### config.mk
export PLATFORM = sky130hd
export DESIGN_NAME = adder_exec_unit
export DESIGN_NICKNAME = d
export VERILOG_FILES = /design/src/rtl/adder_pkg.sv /design/src/rtl/adder_opnd.sv /design/src/rtl/adder_arith.sv /design/src/rtl/adder_logic.sv /design/src/rtl/adder_exec_unit.sv
export SDC_FILE = /design/constraint.sdc
export NUM_CORES = 1
export LEC_CHECK = 0
export CAP_MARGIN = 10
export CORE_UTILIZATION = 35
export DETAILED_ROUTE_END_ITERATION = 12
export MAX_ROUTING_LAYER = met4
export PLACE_DENSITY = 0.54
export SLEW_MARGIN = 20
export SYNTH_ARGS = -nofsm -noshare
export SYNTH_HDL_FRONTEND = slang
export SYNTH_SLANG_ARGS = --single-unit
export TNS_END_PERCENT = 50
### constraint.sdc
create_clock -name clk -period 7.5 [get_ports clk]
set_input_delay 1.5 -clock clk [delete_from_list [all_inputs] [get_ports clk]]
set_output_delay 1.5 -clock clk [all_outputs]
set_load 0.05 [all_outputs]
### src/rtl/adder_pkg.sv
package adder_pkg;

    localparam int OP_W = 5;

    typedef enum logic [OP_W-1:0] {
        OP_ADDT_W  = 5'd0,
        OP_ADD_W   = 5'd1,
        OP_SUBT_W  = 5'd2,
        OP_SUB_W   = 5'd3,
        OP_ADDT_D  = 5'd4,
        OP_ADD_D   = 5'd5,
        OP_SUBT_D  = 5'd6,
        OP_SUB_D   = 5'd7,
        OP_ADDIT_W = 5'd8,
        OP_ADDI_W  = 5'd9,
        OP_ADDIT_D = 5'd10,
        OP_ADDI_D  = 5'd11,
        OP_SLT     = 5'd12,
        OP_SLTU    = 5'd13,
        OP_SLTI    = 5'd14,
        OP_SLTIU   = 5'd15,
        OP_AND     = 5'd16,
        OP_OR      = 5'd17,
        OP_XOR     = 5'd18,
        OP_NOR     = 5'd19,
        OP_ANDI    = 5'd20,
        OP_ORI     = 5'd21,
        OP_XORI    = 5'd22,
        OP_LUI     = 5'd23
    } op_e;

    typedef enum logic [2:0] {
        K_NONE,
        K_ARITH,
        K_SLT,
        K_LOGIC,
        K_LUI
    } kind_e;

    typedef enum logic [1:0] {
        L_AND,
        L_OR,
        L_XOR,
        L_NOR
    } lop_e;

    typedef struct packed {
        kind_e kind;
        logic  use_imm;
        logic  imm_sext;
        logic  sub;
        logic  word;
        logic  trap;
        logic  uns;
        lop_e  lop;
    } ctl_t;

    function automatic ctl_t decode_op(input logic [OP_W-1:0] op);
        ctl_t c;
        c = '{kind: K_NONE, use_imm: 1'b0, imm_sext: 1'b0, sub: 1'b0,
              word: 1'b0, trap: 1'b0, uns: 1'b0, lop: L_AND};
        unique case (op)
            OP_ADDT_W:  begin c.kind = K_ARITH; c.word = 1'b1; c.trap = 1'b1; end
            OP_ADD_W:   begin c.kind = K_ARITH; c.word = 1'b1; end
            OP_SUBT_W:  begin c.kind = K_ARITH; c.word = 1'b1; c.sub = 1'b1; c.trap = 1'b1; end
            OP_SUB_W:   begin c.kind = K_ARITH; c.word = 1'b1; c.sub = 1'b1; end
            OP_ADDT_D:  begin c.kind = K_ARITH; c.trap = 1'b1; end
            OP_ADD_D:   begin c.kind = K_ARITH; end
            OP_SUBT_D:  begin c.kind = K_ARITH; c.sub = 1'b1; c.trap = 1'b1; end
            OP_SUB_D:   begin c.kind = K_ARITH; c.sub = 1'b1; end
            OP_ADDIT_W: begin c.kind = K_ARITH; c.word = 1'b1; c.trap = 1'b1;
                              c.use_imm = 1'b1; c.imm_sext = 1'b1; end
            OP_ADDI_W:  begin c.kind = K_ARITH; c.word = 1'b1;
                              c.use_imm = 1'b1; c.imm_sext = 1'b1; end
            OP_ADDIT_D: begin c.kind = K_ARITH; c.trap = 1'b1;
                              c.use_imm = 1'b1; c.imm_sext = 1'b1; end
            OP_ADDI_D:  begin c.kind = K_ARITH; c.use_imm = 1'b1; c.imm_sext = 1'b1; end
            OP_SLT:     begin c.kind = K_SLT; end
            OP_SLTU:    begin c.kind = K_SLT; c.uns = 1'b1; end
            OP_SLTI:    begin c.kind = K_SLT; c.use_imm = 1'b1; c.imm_sext = 1'b1; end
            OP_SLTIU:   begin c.kind = K_SLT; c.uns = 1'b1; c.use_imm = 1'b1; c.imm_sext = 1'b1; end
            OP_AND:     begin c.kind = K_LOGIC; c.lop = L_AND; end
            OP_OR:      begin c.kind = K_LOGIC; c.lop = L_OR; end
            OP_XOR:     begin c.kind = K_LOGIC; c.lop = L_XOR; end
            OP_NOR:     begin c.kind = K_LOGIC; c.lop = L_NOR; end
            OP_ANDI:    begin c.kind = K_LOGIC; c.lop = L_AND; c.use_imm = 1'b1; end
            OP_ORI:     begin c.kind = K_LOGIC; c.lop = L_OR;  c.use_imm = 1'b1; end
            OP_XORI:    begin c.kind = K_LOGIC; c.lop = L_XOR; c.use_imm = 1'b1; end
            OP_LUI:     begin c.kind = K_LUI; end
            default:    begin c.kind = K_NONE; end
        endcase
        return c;
    endfunction

endpackage

### src/rtl/adder_opnd.sv
module adder_opnd #(
    parameter int DATA_W = 64,
    parameter int IMM_W  = 16
) (
    input  logic [DATA_W-1:0] reg_b,
    input  logic [IMM_W-1:0]  imm,
    input  logic              use_imm,
    input  logic              imm_sext,
    output logic [DATA_W-1:0] opnd_b,
    output logic [DATA_W-1:0] upper_imm
);
    localparam int EXT_W = DATA_W - IMM_W;
    localparam int UPR_W = DATA_W - 2 * IMM_W;

    logic [DATA_W-1:0] imm_ext;

    always_comb begin
        if (imm_sext) begin
            imm_ext = {{EXT_W{imm[IMM_W-1]}}, imm};
        end else begin
            imm_ext = {{EXT_W{1'b0}}, imm};
        end
        opnd_b    = use_imm ? imm_ext : reg_b;
        upper_imm = {{UPR_W{imm[IMM_W-1]}}, imm, {IMM_W{1'b0}}};
    end
endmodule

### src/rtl/adder_arith.sv
module adder_arith #(
    parameter int DATA_W = 64,
    parameter int HALF_W = 32
) (
    input  logic [DATA_W-1:0] a,
    input  logic [DATA_W-1:0] b,
    input  logic              sub,
    input  logic              word,
    output logic [DATA_W-1:0] sum,
    output logic              ovf,
    output logic              lt_s,
    output logic              lt_u
);
    localparam int EXT_W = DATA_W - HALF_W;

    logic [DATA_W-1:0] b_eff;
    logic [DATA_W-1:0] raw;
    logic              sa, sb, sr;

    always_comb begin
        b_eff = sub ? ~b : b;
        raw   = a + b_eff + {{(DATA_W-1){1'b0}}, sub};
        if (word) begin
            sum = {{EXT_W{raw[HALF_W-1]}}, raw[HALF_W-1:0]};
            sa  = a[HALF_W-1];
            sb  = b[HALF_W-1];
            sr  = raw[HALF_W-1];
        end else begin
            sum = raw;
            sa  = a[DATA_W-1];
            sb  = b[DATA_W-1];
            sr  = raw[DATA_W-1];
        end
        if (sub) begin
            ovf = (sa ^ sb) & (sa ^ sr);
        end else begin
            ovf = ~(sa ^ sb) & (sa ^ sr);
        end
        lt_s = $signed(a) < $signed(b);
        lt_u = a < b;
    end
endmodule

### src/rtl/adder_logic.sv
module adder_logic #(
    parameter int DATA_W = 64
) (
    input  logic [DATA_W-1:0] a,
    input  logic [DATA_W-1:0] b,
    input  adder_pkg::lop_e   lop,
    output logic [DATA_W-1:0] y
);
    import adder_pkg::*;

    always_comb begin
        unique case (lop)
            L_AND:   y = a & b;
            L_OR:    y = a | b;
            L_XOR:   y = a ^ b;
            L_NOR:   y = ~(a | b);
            default: y = '0;
        endcase
    end
endmodule

### src/rtl/adder_exec_unit.sv
module adder_exec_unit
    import adder_pkg::*;
#(
    parameter int DATA_W = 64,
    parameter int HALF_W = 32,
    parameter int IMM_W  = 16
) (
    input  logic              clk,
    input  logic              rst_n,
    input  logic              in_valid,
    input  logic [OP_W-1:0]   in_op,
    input  logic [DATA_W-1:0] in_a,
    input  logic [DATA_W-1:0] in_b,
    input  logic [IMM_W-1:0]  in_imm,
    output logic              out_valid,
    output logic [DATA_W-1:0] out_result,
    output logic              out_wr_en,
    output logic              out_ovf
);
    typedef enum logic {
        ST_IDLE,
        ST_DONE
    } state_e;

    state_e state_q, state_d;

    ctl_t              ctl;
    logic [DATA_W-1:0] opnd_b;
    logic [DATA_W-1:0] upper_imm;
    logic [DATA_W-1:0] arith_y;
    logic [DATA_W-1:0] logic_y;
    logic              arith_ovf;
    logic              lt_s, lt_u;
    logic [DATA_W-1:0] res_c;
    logic              wr_c;
    logic              ovf_c;

    assign ctl = decode_op(in_op);

    adder_opnd #(.DATA_W(DATA_W), .IMM_W(IMM_W)) u_opnd (
        .reg_b     (in_b),
        .imm       (in_imm),
        .use_imm   (ctl.use_imm),
        .imm_sext  (ctl.imm_sext),
        .opnd_b    (opnd_b),
        .upper_imm (upper_imm)
    );

    adder_arith #(.DATA_W(DATA_W), .HALF_W(HALF_W)) u_arith (
        .a    (in_a),
        .b    (opnd_b),
        .sub  (ctl.sub),
        .word (ctl.word),
        .sum  (arith_y),
        .ovf  (arith_ovf),
        .lt_s (lt_s),
        .lt_u (lt_u)
    );

    adder_logic #(.DATA_W(DATA_W)) u_logic (
        .a   (in_a),
        .b   (opnd_b),
        .lop (ctl.lop),
        .y   (logic_y)
    );

    always_comb begin
        res_c = '0;
        wr_c  = 1'b1;
        ovf_c = 1'b0;
        unique case (ctl.kind)
            K_ARITH: begin
                res_c = arith_y;
                ovf_c = ctl.trap & arith_ovf;
                wr_c  = ~ovf_c;
            end
            K_SLT:   res_c = {{(DATA_W-1){1'b0}}, (ctl.uns ? lt_u : lt_s)};
            K_LOGIC: res_c = logic_y;
            K_LUI:   res_c = upper_imm;
            default: begin
                res_c = '0;
                wr_c  = 1'b0;
            end
        endcase
    end

    // state register
    always_ff @(posedge clk) begin
        if (!rst_n) begin
            state_q <= ST_IDLE;
        end else begin
            state_q <= state_d;
        end
    end

    // transitions
    always_comb begin
        state_d = state_q;
        unique case (state_q)
            ST_IDLE: state_d = in_valid ? ST_DONE : ST_IDLE;
            ST_DONE: state_d = in_valid ? ST_DONE : ST_IDLE;
            default: state_d = ST_IDLE;
        endcase
    end

    // outputs
    always_ff @(posedge clk) begin
        if (!rst_n) begin
            out_result <= '0;
            out_wr_en  <= 1'b0;
            out_ovf    <= 1'b0;
        end else if (in_valid) begin
            out_result <= res_c;
            out_wr_en  <= wr_c;
            out_ovf    <= ovf_c;
        end else begin
            out_wr_en  <= 1'b0;
            out_ovf    <= 1'b0;
        end
    end

    assign out_valid = (state_q == ST_DONE);

endmodule

# Yosys cells after proc, flatten, opt, wreduce, memory -nomap -nowiden

Cells that the tools add are included.

Add/sub/neg operators: 2
Bitwise logic cells: 12
$lt $le $gt $ge: 2
Multiplexer cells: 21
Reduce and logical (&&, ||, !) cells: 16
Eq/ne operators: 30

Operators with widths:

| kind                                                            | number |
|---|---|
| 64-bit one-hot mux with 4 select lines                          | 2 |
| 64-bit 2-to-1 mux                                               | 4 |
| 64-bit < comparator                                             | 2 |
| 64-bit inverter                                                 | 2 |
| 64-bit by 1-bit adder with 64-bit output                        | 1 |
| 64-bit adder                                                    | 1 |
| 64-bit bitwise AND                                              | 1 |
| 64-bit bitwise OR                                               | 1 |
| 64-bit bitwise XOR                                              | 1 |
| 5-bit by 4-bit == test with 1-bit output, second input constant | 8 |
| 5-bit == test, second input constant                            | 8 |
| 5-bit by 3-bit == test with 1-bit output, second input constant | 4 |
| 6-bit OR reduction                                              | 3 |
| 1-bit 2-to-1 mux                                                | 12 |
| 3-bit one-hot mux with 4 select lines                           | 1 |
| 12-bit OR reduction                                             | 1 |
| 5-bit by 2-bit == test with 1-bit output, second input constant | 2 |
| 9-bit OR reduction                                              | 1 |
| 4-bit OR reduction                                              | 2 |
| 7-bit OR reduction                                              | 1 |
| 3-bit by 2-bit == test with 1-bit output, second input constant | 2 |
| 2-bit one-hot mux with 3 select lines                           | 1 |
| 2-bit OR reduction                                              | 3 |
| 5-bit by 1-bit == test with 1-bit output, second input constant | 1 |
| 13 further kinds                                                | 18 |

Bits in registers: 67
Input port bits: 152
Logic and storage cells: 87
Output and inout bits: 67

# Logic depth before layout (Yosys ltp)

Depth after elaboration: 16
Gate-level depth with buffers: 21
Mapped depth without buffers: 17

# Hierarchy

From an unflattened synthesis, not the netlist that was laid out.

Cell total of the unflattened synthesis: 2053
Area, all modules: 16123.0 um^2

Modules (own cells, without submodules):

| module          | times used | area an instance (um^2) | seq. area each (um^2) | cells an instance |
|---|---|---|---|---|
| adder_arith     | 1          | 6436.2                  | 0.0                   | 921 |
| adder_exec_unit | 1          | 4261.6                  | 1341.3                | 473 |
| adder_logic     | 1          | 4207.8                  | 0.0                   | 469 |
| adder_opnd      | 1          | 1217.4                  | 0.0                   | 190 |

# Worst setup path after synthesis

OpenSTA, ideal clock, no wires.

Kind: in2reg
Start: input in_op[3]
End: register out_result[62]
Data required time: 7.409 ns
Arrival: 6.081 ns
Library setup time: 0.091 ns
Buffers on the path: 3
Stages: 19
Slack: 1.328 ns
Cell sequence: buf_2 -> nand3b_1 -> o22ai_1 -> clkbuf_1 -> buf_1 -> mux2i_1 -> xnor2_1 -> fa_1 -> a21oi_1 -> o21ai_0 -> a2111oi_2 -> nand2_1 -> a211oi_1 -> o31ai_1 -> a21oi_1 -> o31ai_1 -> a31oi_1 -> xor2_1 -> a311oi_1

Word-level cells in the longest chain between the ends: 11
Elaborated cells between the ends (all ways): 60
Classes of those cells: 2 x add/sub; 30 x eq/ne; 12 x mux; 5 x bitwise; 11 x reduce/logical

Ends and longest elaborated chain:

| what                                     | RTL line               | source |
|---|---|---|
| from (decl)                              | adder_exec_unit.sv:11  | `input logic [OP_W-1:0] in_op,` |
| 5-bit by 4-bit == test with 1-bit output | adder_pkg.sv:62        | `unique case (op)` |
| 6-bit OR reduction (no source line)      | -                      |  |
| 1-bit 2-to-1 mux                         | adder_pkg.sv:62        |  |
| 64-bit 2-to-1 mux                        | adder_opnd.sv:18       | `if (imm_sext) begin` |
| 64-bit 2-to-1 mux                        | adder_opnd.sv:23       | `opnd_b = use_imm ? imm_ext : reg_b;` |
| 64-bit inverter                          | adder_arith.sv:21      | `b_eff = sub ? ~b : b;` |
| 64-bit 2-to-1 mux                        | adder_arith.sv:21      |  |
| 64-bit adder                             | adder_arith.sv:22      | `raw = a + b_eff + {{(DATA_W-1){1'b0}}, sub};` |
| 64-bit by 1-bit adder with 64-bit output | adder_arith.sv:22      |  |
| 64-bit 2-to-1 mux                        | adder_arith.sv:23      | `if (word) begin` |
| 64-bit one-hot mux with 4 select lines * | adder_exec_unit.sv:71  | `unique case (ctl.kind)` |
| to (signal assigned)                     | adder_exec_unit.sv:113 | `out_result <= res_c;` |
| to (decl)                                | adder_exec_unit.sv:16  | `output logic [DATA_W-1:0] out_result,` |

Mark *: on every way between the ends. The rest lies on a longest branch, timed or not.
A chain may end at the register's enable or synchronous reset.

# Final worst setup path

Start: input in_op[1]
End: register out_result[61]

Same word-level chain as after synthesis.

==> results.sh <==
export IMPL_drv_slew=0
export IMPL_period_needed_ns=6.931
export IMPL_grt_max_degree=46
export IMPL_fin_nets=2430
export IMPL_rows=70
export IMPL_reg2reg_from="out_result[23]$_SDFFE_PN0P_"
export IMPL_syn_to_final_growth_pct=22.58
export IMPL_first_global_vias=13623
export IMPL_ant_nets=0
export IMPL_die_area_um2=38640
export IMPL_tns_ns=0
export IMPL_path_cells="clkdlybuf4s50_1, and2_1, o22ai_4, buf_4, o21ai_0, xnor2_1, ha_1, nand2_1, nor4_1, inv_1, or4_1, a211oi_2, or2_4, o211ai_4, nor3b_4, nand2_4, a311o_1, o31ai_2"
export IMPL_post_cts_resized=0
export IMPL_wirelength_um=53260
export IMPL_outcome="completed"
export IMPL_cts_hold_buf=0
export IMPL_setup_viol=0
export IMPL_grt_overflow=0
export IMPL_drive_gt1_frac=0.04004
export IMPL_hp_start="out_result[44]$_SDFFE_PN0P_"
export IMPL_hpwlAfterDp_um=41440
export IMPL_clockRootBuffer="clkbuf_16"
export IMPL_ys_seq_area_frac=0.1012
export IMPL_tightest_slew_ns=1.030
export IMPL_yosys_warnings=0
export IMPL_die_y_um=196.6
export IMPL_maxCapViolCount=0
export IMPL_critical_path_top_delay_family="simple AND/OR/NAND/NOR gates"
export IMPL_power_density_nw_per_um2=146.1
export IMPL_core_um2=36960
export IMPL_io_pin_count=219
export IMPL_grt_setup_unrepaired="false"
export IMPL_hold_viol=0
export IMPL_route_detailed_drc=0
export IMPL_cts_max_level=3
export IMPL_nFillCells=3901
export IMPL_synth_most_common_cell="a21oi_1"
export IMPL_cts_buffers=9
export IMPL_netlist_instances=1869
export IMPL_synth_seq_cells=67
export IMPL_synth_top_area_cell="ha_1"
export IMPL_clkLatencyLatePin_ns=0.36
export IMPL_syn_area_um2=13250
export IMPL_period_share=0.9241
export IMPL_critPathKind="in -> reg"
export IMPL_relSlewSlack=0.3123
export IMPL_slowest_delay_ns=0.58
export IMPL_synth_edff_count=0
export IMPL_hold_class="reg -> reg"
export IMPL_clk_pin_slew_ns=0.06
export IMPL_hold_path_depth=2
export IMPL_end_kind="register"
export IMPL_worstReg2RegEnd="out_result[23]$_SDFFE_PN0P_"
export IMPL_fmax_ghz=0.1443
export IMPL_first_iter_violations=1112
export IMPL_cts_sinks=67
export IMPL_cts_setup_buffers=0
export IMPL_cp_start_kind="primary input"
export IMPL_io_buffers=218
export IMPL_synth_async_reset_ratio=0
export IMPL_fin_util=0.4394
export IMPL_required_ns=7.78
export IMPL_rrSetupSlack_ns=5.96
export IMPL_cts_tree="yes"
export IMPL_yosys_area_top_type_share=0.2436
export IMPL_cp_startpoint="in_op[1]"
export IMPL_crit_fanout=25
export IMPL_clock_skew_ns=0
export IMPL_reg2reg_depth=5
export IMPL_grt_pass1_wl_um=81370
export IMPL_crit_slowest_cell="clkdlybuf4s50_1"
export IMPL_syn_num_nets=2280
export IMPL_yosys_top_cells_area="ha_1, dfxtp_1, a21oi_1, xnor2_1, o21ai_0"
export IMPL_grtUsageTotal=0.2798
export IMPL_hold_path_endpoint="out_result[44]$_SDFFE_PN0P_"
export IMPL_p_leak_uw=0.007201
export IMPL_synth_area_per_cell_um2=7.089
export IMPL_wl_per_cell_um=21.07
export IMPL_vias=14282
export IMPL_antenna_found_initial=1
export IMPL_ir_drop_mv=0.1233
export IMPL_synth_top_flop_cell="dfxtp_1"
export IMPL_arrival_ns=7.21
export IMPL_start_util=0.3585
export IMPL_via_per_inst=5.650
export IMPL_synthTopCellsByCount="a21oi_1, ha_1, o21ai_0"
export IMPL_die_w_um=196.6
export IMPL_path_buf_inv=3
export IMPL_place_congestion=0.9691
export IMPL_cts_path_max_buffers=2
export IMPL_drtPass1Iterations=5
export IMPL_synth_cell_types=74
==> stage by stage <==
stage                     hold WS, ns  cells  power, uW  cell area (um^2)  setup WS [ns]
after floorplan                0.6742   1869       1424             13250          1.328
after global placement         0.4416   2512       1919             15950         0.3943
after detailed placement       0.4433   2512       1922             15950         0.2905
after CTS                      0.4557   2527       2359             16230         0.6236
after global routing           0.4856   2528       2530             16240         0.1764
final                          0.4492   2528       2372             16240         0.5694
==> worst min-delay path: cells and delay by family, from the launching register on <==
family          cells  cell delay (ns)
compound gates      1             0.05
simple gates        1             0.04
flops               1             0.32
==> metal layers <==
metal / wire length [um] / global-route usage / vias up
met5: 0 / - / -
met4: 930 / 0.06858 / 0
met3: 3299 / 0.03457 / 50
met2: 23320 / 0.4263 / 472
met1: 25710 / 0.3894 / 6849
li1: - / - / 6911
==> power breakdown <==
group | total (uW) | switching (uW) | internal (uW)
clock | 430 | 182 | 248
sequential | 404 | 19.6 | 384
combinational | 1540 | 947 | 591
total | 2370 | 1150 | 1220
==> area by class of cell <==
cell class / instances / area (um^2) / share of cell area
Inverter: 181 / 679.4 / 0.04183
Clock inverter: 2 / 10.01 / 0.0006163
Multi-Input combinational cell: 1503 / 10820 / 0.6662
Sequential cell: 67 / 1341 / 0.08259
Tap cell: 504 / 630.6 / 0.03883
Antenna cell: 1 / 2.502 / 0.0001541
Clock buffer: 13 / 270.3 / 0.01664
Timing Repair Buffer: 257 / 2487 / 0.1532
==> cells in the final DEF, fill, tap and decap left out, types with 18 or more instances in the layout <==
| cell | count |
|---|---|
| clkdlybuf4s50_1 | 218 |
| nor4_1 | 18 |
| o211ai_1 | 23 |
| xnor2_1 | 112 |
| a21o_1 | 38 |
| o21bai_1 | 30 |
| nand4_1 | 22 |
| a21oi_1 | 264 |
| buf_4 | 38 |
| mux2i_1 | 19 |
| nor2b_1 | 30 |
| ha_1 | 258 |
| o21ai_0 | 193 |
| xor2_1 | 22 |
| nand2_1 | 138 |
| dfxtp_1 | 67 |
| nand3_1 | 32 |
| inv_1 | 181 |
| nor2_1 | 73 |
==> logic make-up (layout without fill, tap and decap cells) <==
| kind of cell | after synthesis | in the layout | synth area share |
|---|---|---|---|
| AO/OA/AOI/OAI | 703 | 703 | 0.3220 |
| AND/OR/NAND/NOR | 388 | 388 | 0.1422 |
| buffers and inverters | 299 | 453 | 0.08641 |
| adder cells (fa/ha/maj) | 259 | 259 | 0.2452 |
| XOR/XNOR | 134 | 134 | 0.08858 |
| flip-flops | 67 | 67 | 0.1012 |
| multiplexers | 19 | 19 | 0.01435 |
| other | 0 | 1 | 0 |
==> flip-flops by register name, indices dropped and copies added (netlist names) <==
register    cells
out_wr_en       1
out_valid       1
out_ovf         1
out_result     64
==> worst max path at each step <==
stage | endpoint | slack, ns | depth (start not counted)
floorplan | out_result[62]$_SDFFE_PN0P_ | 1.33 | 19
global route | out_result[62]$_SDFFE_PN0P_ | 0.18 | 18
detailed placement | out_result[61]$_SDFFE_PN0P_ | 0.29 | 18
global placement | out_ovf$_SDFF_PN0_ | 0.39 | 18
finish | out_result[61]$_SDFFE_PN0P_ | 0.57 | 18
CTS | out_result[61]$_SDFFE_PN0P_ | 0.62 | 18
Power figures use the tool's default switching activity.
